## src/rtl/bsc_pkg.sv

```systemverilog
package bsc_pkg;
  localparam int DATA_W = 4;
  localparam int CW_W   = 7;
  localparam int FULL_W = 2 * CW_W;

  // Codeword bit k sits at Hamming position k+1.
  function automatic logic [CW_W-1:0] ham_enc(input logic [DATA_W-1:0] d);
    logic [CW_W-1:0] c;
    c[2] = d[0];
    c[4] = d[1];
    c[5] = d[2];
    c[6] = d[3];
    c[0] = d[0] ^ d[1] ^ d[3];
    c[1] = d[0] ^ d[2] ^ d[3];
    c[3] = d[1] ^ d[2] ^ d[3];
    return c;
  endfunction

  function automatic logic [2:0] ham_syn(input logic [CW_W-1:0] c);
    return {c[3] ^ c[4] ^ c[5] ^ c[6],
            c[1] ^ c[2] ^ c[5] ^ c[6],
            c[0] ^ c[2] ^ c[4] ^ c[6]};
  endfunction

  function automatic logic [DATA_W-1:0] ham_data(input logic [CW_W-1:0] c);
    return {c[6], c[5], c[4], c[2]};
  endfunction

  // Wire j takes wire j+1 around the full ring.
  function automatic logic [FULL_W-1:0] ring_fwd(input logic [FULL_W-1:0] x);
    return {x[0], x[FULL_W-1:1]};
  endfunction

  function automatic logic [FULL_W-1:0] ring_back(input logic [FULL_W-1:0] x);
    return {x[FULL_W-2:0], x[FULL_W-1]};
  endfunction
endpackage

```

## src/rtl/bsc_encoder.sv

```systemverilog
module bsc_encoder
  import bsc_pkg::*;
#(
  parameter int W = 13
) (
  input  logic              clk,
  input  logic              rst_n,
  input  logic              take,
  input  logic [DATA_W-1:0] data,
  output logic [W-1:0]      bus,
  output logic              strb
);
  logic [CW_W-1:0]   cw;
  logic [FULL_W-1:0] dup;
  logic [W-1:0]      word;
  logic              phase;

  assign cw = ham_enc(data);

  for (genvar i = 0; i < CW_W; i++) begin : g_dup
    assign dup[2*i]   = cw[i];
    assign dup[2*i+1] = cw[i];
  end

  // Rotate on the full ring first, then drop the punctured tail.
  assign word = W'(phase ? ring_fwd(dup) : dup);

  always_ff @(posedge clk) begin
    if (!rst_n) begin
      bus   <= '0;
      strb  <= 1'b0;
      phase <= 1'b0;
    end else begin
      strb <= take;
      if (take) begin
        bus   <= word;
        phase <= ~phase;
      end
    end
  end
endmodule

```

## src/rtl/bsc_decoder.sv

```systemverilog
module bsc_decoder
  import bsc_pkg::*;
#(
  parameter int W = 13
) (
  input  logic              clk,
  input  logic              rst_n,
  input  logic [W-1:0]      bus,
  input  logic              strb,
  output logic              valid,
  output logic [DATA_W-1:0] data,
  output logic              fixed
);
  localparam bit PUNCT = (W < FULL_W);
  // Which copy of each codeword bit to trust first: bit set = even wire.
  localparam logic [CW_W-1:0] FIRST_PLAIN = '1;
  localparam logic [CW_W-1:0] FIRST_ROT   = PUNCT ? 7'h7E : 7'h7F;

  logic [FULL_W-1:0] full, dup;
  logic [CW_W-1:0]   merged, first, flip, repaired;
  logic [2:0]        syn;
  logic              phase;

  assign full  = FULL_W'(bus);
  assign dup   = phase ? ring_back(full) : full;
  assign first = phase ? FIRST_ROT : FIRST_PLAIN;

  for (genvar i = 0; i < CW_W; i++) begin : g_merge
    // On disagreement the first copy is taken; the syndrome repairs it.
    assign merged[i] = first[i] ? dup[2*i] : dup[2*i+1];
  end

  assign syn      = ham_syn(merged);
  assign flip     = (syn == 3'd0) ? '0 : (CW_W'(1) << (syn - 3'd1));
  assign repaired = merged ^ flip;

  always_ff @(posedge clk) begin
    if (!rst_n) begin
      valid <= 1'b0;
      data  <= '0;
      fixed <= 1'b0;
      phase <= 1'b0;
    end else begin
      valid <= strb;
      if (strb) begin
        data  <= ham_data(repaired);
        fixed <= (syn != 3'd0);
        phase <= ~phase;
      end
    end
  end
endmodule

```

## src/rtl/bsc_link.sv

```systemverilog
module bsc_link
  import bsc_pkg::*;
#(
  parameter bit PUNCTURE = 1'b1,
  localparam int W = FULL_W - int'(PUNCTURE)
) (
  input  logic              clk,
  input  logic              rst_n,
  input  logic              in_valid,
  output logic              in_ready,
  input  logic [DATA_W-1:0] in_data,
  output logic [W-1:0]      bus_tx,
  output logic              bus_tx_strb,
  input  logic [W-1:0]      bus_rx,
  input  logic              bus_rx_strb,
  output logic              out_valid,
  output logic [DATA_W-1:0] out_data,
  output logic              out_fixed
);
  assign in_ready = 1'b1;

  bsc_encoder #(.W(W)) u_enc (
    .clk  (clk),
    .rst_n(rst_n),
    .take (in_valid),
    .data (in_data),
    .bus  (bus_tx),
    .strb (bus_tx_strb)
  );

  bsc_decoder #(.W(W)) u_dec (
    .clk  (clk),
    .rst_n(rst_n),
    .bus  (bus_rx),
    .strb (bus_rx_strb),
    .valid(out_valid),
    .data (out_data),
    .fixed(out_fixed)
  );
endmodule

```

## config.mk

```make
export PLATFORM = sky130hd
export DESIGN_NAME = bsc_link
export DESIGN_NICKNAME = d
export VERILOG_FILES = /design/src/rtl/bsc_pkg.sv /design/src/rtl/bsc_encoder.sv /design/src/rtl/bsc_decoder.sv /design/src/rtl/bsc_link.sv
export SDC_FILE = /design/constraint.sdc
export NUM_CORES = 1
export LEC_CHECK = 0
export BUFFER_PORTS_ARGS = -buffer_cell sky130_fd_sc_hd__buf_2
export CORE_MARGIN = 2
export CORE_UTILIZATION = 45
export DETAILED_ROUTE_END_ITERATION = 16
export PLACE_DENSITY = 0.75
export SLEW_MARGIN = 0
export SYNTH_ARGS = -nofsm -noshare
export SYNTH_HDL_FRONTEND = slang
export SYNTH_SLANG_ARGS = --single-unit
```

## constraint.sdc

```tcl
create_clock -name clk -period 1.65 [get_ports clk]
set_input_delay 0.33 -clock clk [delete_from_list [all_inputs] [get_ports clk]]
set_output_delay 0.33 -clock clk [all_outputs]
set_load 0.02 [all_outputs]
```

**After elaboration in Yosys (flattened, before gate mapping)**

Index checks and enable logic that the tools add are counted.
Widths: inputs -> output; s select.

- Bits of input ports: 21
- Flip-flop bits (word level): 22
- Output and inout port bits: 21
- Logic and storage cells: 40

- Bitwise logic cells: 18
- Add/subtract/negate cells: 1
- Mux-type cells: 11
- Shift-type cells: 1
- Reduce and logical (&&, ||, !) cells: 2

Operators with widths:

| operator | number |
|---|---|
| $xor 1x1->1 | 15 |
| $mux 14 | 1 |
| $mux 12 | 1 |
| $mux 1 | 8 |
| $mux 7 | 1 |
| $shl 1x3->7 const A | 1 |
| $xor 7x7->7 | 1 |
| $logic_not 3->1 | 1 |
| $reduce_bool 3->1 | 1 |
| $sub 3x1->3 const B | 1 |
| $not 1->1 | 2 |

**Logic depth before layout (Yosys ltp)**

Gate-level depths: netlist of run 1.

- Depth in word-level cells: 9
- Mapped depth: 6
- Depth with buffers taken out: 5

**Hierarchy**

A second synthesis of run 1 with hierarchy kept.

- Cells, all modules: 129
- Area, all modules: 1257.5 um^2

By module, submodules not included:

| module | sequential area each (um^2) | times used | area an instance (um^2) | cells each |
|---|---|---|---|---|
| bsc_encoder | 300.3 | 1 | 640.6 | 64 |
| bsc_decoder | 140.1 | 1 | 605.6 | 63 |
| bsc_link | 0.0 | 1 | 11.3 | 2 |

**Worst setup path before layout of run 1**

OpenSTA, ideal clock, no wires.

- Path kind: reg2reg
- From: register u_dec.phase
- To: register u_dec.data[0]
- Cell stages (with the launch flop): 7
- Library setup time: 127 ps
- Required time: 1523 ps
- Path slack: -77 ps
- Arrival: 1600 ps
- Period minus slack after synthesis: 1727 ps
- Cell sequence: dfxtp_1 buf_6 mux2i_4 xnor2_4 xor2_2 a21oi_1 or3b_1

- Cells in the longest elaborated chain, start to end: 9
- Elaborated cells on any way between the ends: 23

Ends and longest elaborated chain:

| what | RTL line | source |
|---|---|---|
| start, declared | bsc_decoder.sv:22 | `logic phase;` |
| start signal, assigned | bsc_decoder.sv:48 | `phase <= ~phase;` |
| $mux 14 or $mux 1 (tied branches) | bsc_decoder.sv:25, bsc_decoder.sv:26 |  |
| $mux 1 | bsc_decoder.sv:30 | `assign merged[i] = first[i] ? dup[2*i] : dup[2*i+1];` |
| $xor 1x1->1, on equally long branches (3 in series) | bsc_pkg.sv:22, bsc_pkg.sv:20, bsc_pkg.sv:21 |  |
| $sub 3x1->3 | bsc_decoder.sv:34 | `assign flip = (syn == 3'd0) ? '0 : (CW_W'(1) << (syn - 3'd1));` |
| $shl 1x3->7 | bsc_decoder.sv:34 |  |
| $mux 7 | bsc_decoder.sv:34 |  |
| $xor 7x7->7 * | bsc_decoder.sv:35 | `assign repaired = merged ^ flip;` |
| end signal, assigned | bsc_decoder.sv:46 | `data <= ham_data(repaired);` |
| end, declared | bsc_decoder.sv:11 | `output logic [DATA_W-1:0] data,` |

Mark *: on every way between the ends. The rest lies on a longest branch, timed or not.
A chain may end at the register's enable or synchronous reset.

**Worst setup path in the final report of run 1**

Same ends and word-level chain as after synthesis.

==> results.tsv, run 1 <==
metric	value	unit
outcome	finished clean	
Placed Cells	199	
Worst Hold Class	in -> reg	
Total Neg Setup Slack	0	ns
Crit. End Element	register	
non-filler cells in the finished layout	206	
hold_buf cts	0	
TritonCTS buffer count	3	
final-report setup violation count	0	
DR iter-0 viols	33	
Antenna Nets Post-Route	0	
most common cell after layout, fill and taps aside	buf_2	
TritonCTS clock tree	yes	
DP Area	1530	sq um
prevailing post-synth register cell	dfxtp_1	
worst setup path endpoint	u_dec.data[0]	
synthesized cell area	1260	sq um
logic gate share of total power	39.5	%
Worst Path Arrival	1.83	ns
global-route wire length before repair	4.15	mm
CP Class	reg -> reg	
CP Depth	5	
initial antenna violation count	0	
Crit path max-delay family	flip-flops	
PnR worst setup slack	0.0130	ns
CTS clk-pin slew, worst paths	0.12	ns
CP max-delay cell	dfxtp_4	
Cell variety after synth	34	
yosys warns	0	
Final Wtd Congestion	0.784	
Pwr Density	921	nW/um^2
num rows	19	
TritonRoute pass-1 iters	4	
R2R Path End	u_dec.data[0]	
IO Count	42	
Overflow after GRT	0	
CTS H-tree lvls	1	
Syn Area/Cell	9.93	sq um
largest net degree at the start of global routing	22	
CTS Buffer Depth	2	
Worst Path Max Fanout	4	
Worst Clk Skew	0.00240	ns
Slew Viols, Final	0	
IO Port Bufs	40	
Pwr Total	1500	uW
commonest non-fill, non-tap cells in the layout	40 x buf_2, 21 x dfxtp_1, 13 x mux2i_1, 13 x xnor2_1, 13 x buf_4	
synthesis-to-layout area growth	29.2	%
Peak VDD IR	614	uV
crit-path max cell delay	0.39	ns
Crit path required time	1.85	ns
worst slack, placed	-0.0882	ns
sequential area share after synthesis	34.9	%
max-cap viol count	0	
Clk Latency, worst-skew pair	0.30	ns
vias	1032	
reg-to-reg critical path startpoint	u_dec.phase	
vias in the first global route	956	
Seq pwr share	40.8	%
crit path time final	1.64	ns
R2R setup slack	0.01	ns
Net Count, Synth	148	
RSZ-0062 raised after global routing	yes	
DRC	0	
core box area	2710	sq um
layout cells sized above 1	38.9	%
Leak Pwr	0.000783	uW
Synth async-reset ratio	0	%
CP Cell Sequence	buf_4 -> mux2i_4 -> xor2_2 -> o22ai_1 -> or3b_1	
P_sw	495	uW
Buf/Inv on CP	1	
clock sink count	22	
All-Layer GR Usage	16.1	%
Die ar.	3240	sq um
Inserted Diodes	0	
Root Buffer	clkbuf_4	
clock share of power	19.6	%
Die Y	56.9	microns
DP HPWL	2.05	mm
achievable frequency	611	MHz
post-DR wirelength/cell	12.7	microns
DR vias/cell	5.01	
Die W	56.9	microns
crit path launch type	register	
Mapped Cells	127	
design area	1630	sq um
Initial Util	46.5	%
Final period util	99.2	%
Final Hold Viols	0	
number of synthesized flops with an enable pin	0	
P_int	1000	uW
final net count	197	
CP Launch Point	u_dec.phase	
Switching Share	33.0	%
R2R cell count	5	
Routed WL	2.63	mm
Seq cells post-synth	22	
[worst min-delay path by stage]
| stage | startpoint | to | slack (ns) | cells after the start |
|---|---|---|---|---|
| floorplan | bus_rx_strb | u_dec.valid | 0.46 | 2 |
| global placement | u_enc.bus[3] | u_enc.bus[3] | 0.46 | 1 |
| detailed placement | u_enc.bus[7] | u_enc.bus[7] | 0.47 | 1 |
| CTS | rst_n | u_dec.fixed | 0.30 | 3 |
| global route | rst_n | u_dec.data[3] | 0.30 | 3 |
| finish | rst_n | u_dec.fixed | 0.31 | 3 |
[worst reg2reg max path, delay by kind of cell, from the launching register on]
| kind | cells | cell delay [ns] |
|---|---|---|
| multiplexers | 1 | 0.31 |
| flip-flops | 1 | 0.39 |
| AO/OA/AOI/OAI | 1 | 0.10 |
| AND/OR/NAND/NOR | 1 | 0.37 |
| buffers and inverters | 1 | 0.15 |
| XOR/XNOR | 1 | 0.22 |
[flip-flops by register name (all words and copies together), names as in the netlist]
| register | flops |
|---|---|
| u_dec.fixed | 1 |
| u_enc.strb | 1 |
| u_dec.phase | 1 |
| u_dec.data | 4 |
| u_enc.phase | 1 |
| u_enc.bus | 13 |
| u_dec.valid | 1 |
[through the flow]
step | util (%) | hold slack, ns
global route | 60.1 | 0.298
finish | 60.1 | 0.311
global placement | 56.5 | 0.458
floorplan | - | 0.460
detailed placement | 56.5 | 0.474
CTS | 58.3 | 0.301
[final cells by class]
type / count / area (sq um)
fillers: 247 / 1080
multi-input cells: 95 / 808
flip-flops and latches: 22 / 444
repair buffers: 53 / 298
well taps: 31 / 38.8
clock buffers: 4 / 36.3
inverters: 1 / 3.75
[layer usage]
metal | global-route usage (%) | share of wire [%]
met1 | 20.3 | 42
met5 | 0 | 0
met2 | 26.8 | 52
met4 | 6.64 | 1.6
met3 | 3.40 | 3.9
[synthesized netlist by cell type (all sizes together), types with 2 or more instances]
| library cell | count | area (sq um) |
|---|---|---|
| buf | 3 | 22.5 |
| xor2 | 9 | 86.3 |
| dfxtp | 22 | 440 |
| o21ai | 3 | 15.0 |
| xnor2 | 16 | 166 |
| a21oi | 4 | 20.0 |
| nor2 | 2 | 7.51 |
| nand2 | 11 | 41.3 |
| clkbuf | 6 | 22.5 |
| nand4 | 2 | 12.5 |
| nor4 | 2 | 12.5 |
| nor2b | 9 | 56.3 |
| o211a | 6 | 60.1 |
| and2 | 3 | 18.8 |
| mux2i | 17 | 199 |
[kinds of logic (layout without fill, tap and decap cells)]
group                     count (synthesis)  count (layout)  share of synthesized area (%)
AOI/OAI and AO/OA                        17              17                           9.82
xor gates and xnor gates                 25              25                           20.0
buffers and inverters                    10              58                           3.87
and+or+nand+nor                          34              34                           14.4
DFF                                      22              22                           34.9
muxes                                    18              18                           16.7
other                                     1               1                          0.297
[what timing repair did]
| item | CTS | global route |
|---|---|---|
| buffers inserted | 0 | 3 |
| pin swaps | 2 | 3 |
| resized for setup | 2 | 4 |
| endpoints found under the setup margin | 1 | 4 |
[power groups by stage]
| stage | clock (uW) | sequential (uW) | combinational [uW] |
|---|---|---|---|
| 6_report | 295 | 612 | 593 |
| 5_1_grt | 340 | 619 | 635 |
| 4_1_cts | 307 | 614 | 553 |
| 3_5_place_dp | 0 | 626 | 543 |
| 3_3_place_gp | 0 | 623 | 527 |
| 2_1_floorplan | 0 | 674 | 316 |
Power figures use the tool's default switching activity.
==> run 2: changes to the inputs <==
--- a/config.mk
+++ b/config.mk
@@ -7,10 +7,10 @@
 export LEC_CHECK = 0
 export BUFFER_PORTS_ARGS = -buffer_cell sky130_fd_sc_hd__buf_2
 export CORE_MARGIN = 2
-export CORE_UTILIZATION = 45
+export CORE_UTILIZATION = 25
 export DETAILED_ROUTE_END_ITERATION = 16
-export PLACE_DENSITY = 0.75
-export SLEW_MARGIN = 0
+export PLACE_DENSITY = 0.47
+export SLEW_MARGIN = 20
 export SYNTH_ARGS = -nofsm -noshare
 export SYNTH_HDL_FRONTEND = slang
 export SYNTH_SLANG_ARGS = --single-unit
==> run 2 against run 1 <==
Setup slack worse by 0.0070 ns. Die area is 74% higher. Clock skew is 0.0019 ns higher. Cell count is 17% higher. Clock-buffer cell count stayed put. Core utilization is 24 points lower. Flip-flop and latch count stayed put. Via count is 1.3% higher. Critical path depth is 1 higher. Fmax is 0.43% lower. Global-route usage is 5.6 points lower.
==> results.tsv, run 2 (synthesized netlist as in run 1, its figures left out) <==
metric	value	unit	change
Inserted Diodes	0		unchanged
final-report setup violation count	0		unchanged
CP Cell Sequence	buf_12 -> buf_4 -> mux2_2 -> nand2_1 -> o22ai_1 -> or3b_1		was buf_4 -> mux2i_4 -> xor2_2 -> o22ai_1 -> or3b_1
Final Hold Viols	0		unchanged
Antenna Nets Post-Route	0		unchanged
DRC	0		unchanged
CTS H-tree lvls	1		unchanged
most common cell after layout, fill and taps aside	buf_2		unchanged
Crit. End Element	register		unchanged
num rows	25		was 19
final net count	195		was 197
CP Launch Point	u_dec.phase		unchanged
DR vias/cell	4.35		was 5.01
clock sink count	22		unchanged
RSZ-0062 raised after global routing	yes		unchanged
Crit path max-delay family	simple AND/OR/NAND/NOR gates		was flip-flops
TritonCTS buffer count	3		unchanged
vias	1045		was 1032
CTS clk-pin slew, worst paths	0.08	ns	was 0.12 ns
TritonCTS clock tree	yes		unchanged
worst slack, placed	-0.116	ns	was -0.0882 ns
R2R Path End	u_dec.data[0]		unchanged
CP max-delay cell	dfxtp_4		unchanged
synthesis-to-layout area growth	36.3	%	was 29.2%
reg-to-reg critical path startpoint	u_dec.phase		unchanged
global-route wire length before repair	4.48	mm	was 4.15 mm
TritonRoute pass-1 iters	4		unchanged
crit path launch type	register		unchanged
Worst Hold Depth	3		unchanged
Worst Clk Skew	0.00431	ns	was 0.00240 ns
Routed WL	2.81	mm	was 2.63 mm
crit path time final	1.64	ns	about the same
Die W	75.0	microns	was 56.9 microns
CTS Buffer Depth	2		unchanged
Die ar.	5630	sq um	was 3240 sq um
largest net degree at the start of global routing	22		unchanged
Root Buffer	clkbuf_8		was clkbuf_4
DP HPWL	2.23	mm	was 2.05 mm
core box area	4790	sq um	was 2710 sq um
Worst Path Max Fanout	7		was 4
hold slack	0.406	ns	was 0.311 ns
layout cells sized above 1	40.5	%	was 38.9%
largest registers in the final layout	u_enc.bus (13), u_dec.data (4)		unchanged
outcome	finished clean		unchanged
crit-path max cell delay	0.38	ns	was 0.39 ns
PnR worst setup slack	0.00597	ns	was 0.0130 ns
commonest non-fill, non-tap cells in the layout	40 x buf_2, 21 x dfxtp_1, 13 x mux2i_1, 12 x xnor2_1, 11 x nand2_1		was 40 x buf_2, 21 x dfxtp_1, 13 x mux2i_1, 13 x xnor2_1, 13 x buf_4
vias in the first global route	1022		was 956
Top reg by flops	u_enc.bus		unchanged
Buf/Inv on CP	2		was 1
Pwr Density	934	nW/um^2	was 921 nW/um^2
Peak VDD IR	299	uV	was 614 uV
Hold Path Sink	u_enc.bus[12]		was u_dec.fixed
Clk Latency, worst-skew pair	0.26	ns	was 0.30 ns
Leak Pwr	0.000794	uW	was 0.000783 uW
achievable frequency	608	MHz	was 611 MHz
Worst Path Arrival	1.79	ns	was 1.83 ns
Final Wtd Congestion	0.790		was 0.784
max reg flops	13		unchanged
Initial Util	26.4	%	was 46.5%
Overflow after GRT	0		unchanged
DR iter-0 viols	5		was 33
hold_sp	in_data[3]		was rst_n
Slew Viols, Final	0		unchanged
R2R cell count	6		was 5
max-cap viol count	0		unchanged
post-DR wirelength/cell	11.7	microns	was 12.7 microns
CP Class	reg -> reg		unchanged
initial antenna violation count	0		unchanged
R2R setup slack	0.006	ns	was 0.01 ns
IO Port Bufs	40		unchanged
Final period util	99.6	%	was 99.2%
Crit path required time	1.80	ns	was 1.85 ns
IO Count	42		unchanged
Worst Hold Class	in -> reg		unchanged
Die Y	75.0	microns	was 56.9 microns
All-Layer GR Usage	10.5	%	was 16.1%
==> run 2: repair_timing <==
item                       in CTS  in global routing
pin swaps                       1                  4
resized for setup               5                  6
setup buffers                   1                  3
setup endpoints to repair       1                  4
hold buffers                    0                  0
==> run 2: stage by stage <==
step                std cells  util, %  power (uW)  setup TNS, ns  cell area [sq um]
floorplan                 127        -         990        -0.0589               1270
global placement          232     32.7        1150        -0.0364               1570
detailed placement        232     32.7        1160         -0.196               1570
CTS                       237     34.7        1580              0               1660
global route              240     35.9        1710        -0.0669               1720
finish                    240     35.9        1610              0               1720
==> run 2: where the power goes <==
group | internal, uW | switching [uW]
clock | 212 | 173
sequential | 582 | 30.8
combinational | 289 | 318
total | 1080 | 522
==> run 2: worst max path at each step <==
stage / cells after the start / to / slack, ns
2_1_floorplan: 6 / u_dec.data[0] / -0.06
3_3_place_gp: 6 / u_dec.data[0] / -0.04
3_5_place_dp: 6 / u_dec.data[0] / -0.12
4_1_cts: 5 / u_dec.data[0] / 0.004
5_1_grt: 5 / u_dec.data[0] / -0.06
6_report: 6 / u_dec.data[0] / 0.006
==> run 2: worst reg2reg max path: stages (launching register included) <==
cell,delay (ns)
dfxtp_4,0.38
buf_12,0.14
buf_4,0.11
mux2_2,0.34
nand2_1,0.12
o22ai_1,0.09
or3b_1,0.36
==> run 2: cell type report <==
cell class	count	area [sq um]
flip-flops and latches	22	444
multi-input cells	95	833
fillers	524	3070
inverters	1	3.75
clock buffers	4	55.1
repair buffers	51	299
well taps	67	83.8
==> run 2: layer usage <==
metal / track usage [%] / routed length, microns
met3: 2.68 / 173
met2: 19.5 / 1440
met4: 2.98 / 0
met5: 0 / 0
met1: 11.8 / 1200
